`config.mk`:
```
export PLATFORM = sky130hd
export DESIGN_NAME = lcd_frame_timer
export DESIGN_NICKNAME = d
export VERILOG_FILES = /design/src/rtl/lcd_frame_timer.sv
export SDC_FILE = /design/constraint.sdc
export NUM_CORES = 1
export LEC_CHECK = 0
export ABC_AREA = 0
export BUFFER_PORTS_ARGS = -buffer_cell sky130_fd_sc_hd__buf_2
export CAP_MARGIN = 20
export CORE_MARGIN = 1
export CORE_UTILIZATION = 37
export DETAILED_ROUTE_END_ITERATION = 8
export SYNTH_ARGS = -nofsm -noshare
export SYNTH_HDL_FRONTEND = slang
export SYNTH_SLANG_ARGS = --single-unit
```
`constraint.sdc`:
```
create_clock -name clk -period 6.71 [get_ports clk]
set_clock_uncertainty 0.15 [all_clocks]
set_input_delay 1.342 -clock clk [delete_from_list [all_inputs] [get_ports clk]]
set_output_delay 1.342 -clock clk [all_outputs]
set_load 0.02 [all_outputs]
```
`src/rtl/lcd_frame_timer.sv`:
```
module lcd_frame_timer #(
  parameter int HW   = 7,
  parameter int VW   = 10,
  parameter int UNIT = 8
) (
  input  logic          clk,
  input  logic          rst,
  input  logic [HW-1:0] ht_cfg,
  input  logic [HW-1:0] hd_cfg,
  input  logic [VW-1:0] vt_cfg,
  input  logic [VW-1:0] vd_cfg,
  output logic          line_pulse,
  output logic          frame_pulse,
  output logic          mod_out,
  output logic          line_disp,
  output logic          pix_en
);
  localparam int PW = (UNIT > 1) ? $clog2(UNIT) : 1;

  logic [PW-1:0] sub;
  logic [HW-1:0] col, ht_s, hd_s;
  logic [VW-1:0] row, vt_s, vd_s;
  logic          mod_q;

  wire [HW-1:0] ht_e = (ht_s == '0) ? HW'(1) : ht_s;
  wire [HW-1:0] hd_e = (hd_s >= ht_e) ? ht_e - HW'(1) : hd_s;
  wire [VW-1:0] vd_e = (vd_s > vt_s) ? vt_s : vd_s;
  wire [VW-1:0] blank_n = vt_s - vd_e;

  wire sub_last  = (sub == PW'(UNIT - 1));
  wire line_end  = sub_last && (col == ht_e);
  wire frame_end = line_end && (row == vt_s);

  always_ff @(posedge clk) begin
    if (rst) begin
      sub   <= '0;
      col   <= '0;
      row   <= '0;
      mod_q <= 1'b0;
      ht_s  <= ht_cfg;
      hd_s  <= hd_cfg;
      vt_s  <= vt_cfg;
      vd_s  <= vd_cfg;
    end else begin
      sub <= sub_last ? '0 : sub + PW'(1);
      if (sub_last)
        col <= (col == ht_e) ? '0 : col + HW'(1);
      if (line_end)
        row <= (row == vt_s) ? '0 : row + VW'(1);
      if (frame_end) begin
        mod_q <= ~mod_q;
        ht_s  <= ht_cfg;
        hd_s  <= hd_cfg;
        vt_s  <= vt_cfg;
        vd_s  <= vd_cfg;
      end
    end
  end

  assign line_disp   = (row >= blank_n);
  assign pix_en      = line_disp && (col <= hd_e);
  assign line_pulse  = (col == hd_e + HW'(1));
  assign frame_pulse = line_pulse && (row == blank_n);
  assign mod_out     = mod_q;

  wire at_origin = (sub == '0) && (col == '0) && (row == '0);

  // the strobe never overlaps the visible window
  a_r3_pulse_outside_window: assert property (@(posedge clk) disable iff (rst)
    line_pulse |-> !pix_en);
  // the strobe starts on a unit boundary
  a_r3_pulse_aligned: assert property (@(posedge clk) disable iff (rst)
    $rose(line_pulse) |-> (sub == '0));
  // the frame strobe only appears inside a line strobe
  a_r5_frame_in_line: assert property (@(posedge clk) disable iff (rst)
    frame_pulse |-> line_pulse);
  // MOD only changes when a new frame begins
  a_r6_mod_at_origin: assert property (@(posedge clk) disable iff (rst)
    !$stable(mod_out) |-> at_origin);
  // captured sizes only change when a new frame begins
  a_r7_shadow_hold: assert property (@(posedge clk) disable iff (rst)
    !$stable({ht_s, hd_s, vt_s, vd_s}) |-> at_origin);
  // the row count never passes the frame total
  a_r4_row_bound: assert property (@(posedge clk) disable iff (rst)
    row <= vt_s);
endmodule

```
==> results.sh <==
export IMPL_status="complete, no violations"
export IMPL_crit_path_top_delay_cell="edfxtp_1"
export IMPL_die_x_um=103.3
export IMPL_numCtsBuffers=5
export IMPL_dpl_cell_count=548
export IMPL_via_per_inst=4.940
export IMPL_gp_congestion=0.7995
export IMPL_yosys_register_bits=55
export IMPL_final_cell_mix="ha_1 (49), buf_2 (39), edfxtp_1 (34), inv_1 (30), xor2_1 (29)"
export IMPL_synth_top_cell_by_area="edfxtp_1"
export IMPL_place_ws_ns=0.4408
export IMPL_grt_ovfl_total=0
export IMPL_finalMaxSlewViolations=0
export IMPL_finalCriticalPeriod_ns=6.325
export IMPL_synthArstFlopShare_pct=0
export IMPL_synth_seq_area_share_pct=37.97
export IMPL_place_area_mm2=0.004118
export IMPL_hpwl_um=5883
export IMPL_crit_type="reg -> out"
export IMPL_synth_cells=385
export IMPL_cp_max_fo=4
export IMPL_io_pins=41
export IMPL_diodes=0
export IMPL_finalPower_mw=0.7864
export IMPL_grt_pass1_wl_um=12750
export IMPL_final_common_cell="ha_1"
export IMPL_netlist_area_mm2=0.003796
export IMPL_portBuffers=40
export IMPL_tightest_slew_ns=0.9982
export IMPL_vias=2791
export IMPL_fmax_ghz=0.1581
export IMPL_rows=36
export IMPL_route_detailed_drc=0
export IMPL_final_setup_worst_slack_ns=0.3850
export IMPL_critPathLaunchType="flip-flop"
export IMPL_cpMostUsedCell="a21o_1"
export IMPL_arrival_ns=4.83
export IMPL_ctsHoldBuffers=0
export IMPL_area_growth_pct=13.58
export IMPL_tritoncts="yes"
export IMPL_critPathBufInv=3
export IMPL_fin_nets=517
export IMPL_drtIter0Drc=111
export IMPL_synth_edf_count=34
export IMPL_die_area_mm2=0.01067
export IMPL_synth_top_flop_cell="edfxtp_1"
export IMPL_powerDensity_mw_per_mm2=182.4
export IMPL_ir_drop_v=0.00008377
export IMPL_cts_root_buf="clkbuf_8"
export IMPL_cpPeakStageDelay_ns=0.41
export IMPL_relSlewSlack_pct=33.46
export IMPL_detail_route_antenna_nets=0
export IMPL_hp_class="reg -> reg"
export IMPL_grt_max_degree=45
export IMPL_h_tree_depth=2
export IMPL_fin_setup_tns_ns=0
export IMPL_fin_util_pct=43.71
export IMPL_insertion_delay_ns=0.31
export IMPL_synth_area_leaders="edfxtp_1 (27%), ha_1 (16%), dfxtp_1 (11%), xor2_1 (6.7%), xnor2_1 (4.8%)"
export IMPL_fin_crit_sh_pct=94.26
export IMPL_p_leak_nw=1.917
export IMPL_antenna_found_initial=0
export IMPL_maxCapViolations=0
export IMPL_cts_sinks=55
export IMPL_die_y_um=103.3
export IMPL_core_area_mm2=0.009864
export IMPL_crit_family="compound AO/OA/AOI/OAI gates"
export IMPL_avgRoutedWirePerCell_um=13.17
export IMPL_cp_data_required_time_ns=5.22
export IMPL_holdWs_ns=0.2831
export IMPL_syn_avg_cell_area_um2=9.860
export IMPL_yosys_warnings=0
export IMPL_reg2reg_to="hd_s[6]"
export IMPL_ys_types=54
export IMPL_r2r_cells=8
export IMPL_initial_utilization_pct=38.48
export IMPL_clk_pin_slew_ns=0.10
export IMPL_routed_wl_um=7442
export IMPL_end_kind="output pin"
export IMPL_grt_pass1_vias=2726
export IMPL_cts_buffer_depth=2
export IMPL_timing_reg2reg_setup_slack_ns=3.37
export IMPL_hold_viol=0
export IMPL_grt_usage_pct=15.46
export IMPL_synth_net_count=471
export IMPL_drive_gt1_share_pct=16.90
export IMPL_r2r_start="ht_s[2]"
export IMPL_setup_viol=0
export IMPL_critical_path_depth=27
export IMPL_finish_instance_area_mm2=0.004312
export IMPL_synth_top_cell_area_share_pct=26.90
export IMPL_worstSetupEndpoint="pix_en"
export IMPL_final_cells=565
export IMPL_drt_pass1_iterations=4
export IMPL_setup_worst_path_start="vt_s[3]"
export IMPL_rsz0062_at_grt="false"
worst min path at each step:
stage	from	to	slack [ns]	cells after the start
finish	sub[0]	sub[0]	0.28	1
detailed placement	sub[0]	sub[0]	0.27	1
global placement	sub[0]	sub[0]	0.26	1
CTS	sub[0]	sub[0]	0.29	1
global route	sub[0]	sub[0]	0.30	1
floorplan	sub[0]	sub[0]	0.25	1
power by group:
group	total [mW]	switching (mW)	leakage, nW	internal, mW
clock network	0.208	0.112	0.0563	0.0964
registers	0.386	0.0121	0.502	0.374
logic	0.192	0.102	1.36	0.0907
repair_timing:
item                                    4_1_cts  5_1_grt
endpoints found under the setup margin        0        3
setup buffers                                 0        9
endpoints found under the hold margin         0        0
resized for setup                             0        8
per-layer routing:
metal	GRT usage, %	part of all wire [%]	wire length (um)	up-vias
met1	19.70	49	3620	1282
li1	-	-	-	1463
met5	0	0	0	-
met4	3.684	0.87	65	0
met2	27.33	48	3571	41
met3	2.621	2.5	185	5
final cells by class:
type                            count  area (um2)
Clock buffer                        6       93.84
Clock inverter                      2       13.76
Fill cell                         958        5553
Inverter                           30       112.6
Multi-Input combinational cell    288        2195
Sequential cell                    55        1441
Tap cell                          133       166.4
Timing Repair Buffer               51       289.0
sequential cells by signal, indices dropped and copies added (netlist names):
register / count
col: 7
hd_s: 7
ht_s: 7
mod_out: 1
row: 10
sub: 3
vd_s: 10
vt_s: 10
logic make-up after synthesis:
logic type / after synthesis / share of synthesized area (%)
flops: 55 / 37.97
fa+ha+maj: 50 / 16.68
buf+inv: 42 / 4.614
simple gates: 111 / 15.29
mux: 7 / 1.978
compound gates: 70 / 11.93
xor+xnor: 50 / 11.54
synthesized netlist by cell type, types with 2 or more instances:
master     n
and3_1     4
nor2b_1    5
nor2_1    27
o21bai_1   2
a31oi_1    2
nor3_1    10
ha_1      49
nor4_1     3
edfxtp_1  34
nand3_1   11
a21o_1    12
o21ai_0   14
or3_1      4
nor3b_1    2
nand4_1   14
dfxtp_1   21
buf_4      2
nand2_1   17
xnor2_1   21
mux2i_1    5
inv_1     30
a21oi_1   24
nand2b_1   6
xor2_1    29
clkbuf_1   7
o21ai_1    2
Note: power is estimated with default switching activity, not from simulation.
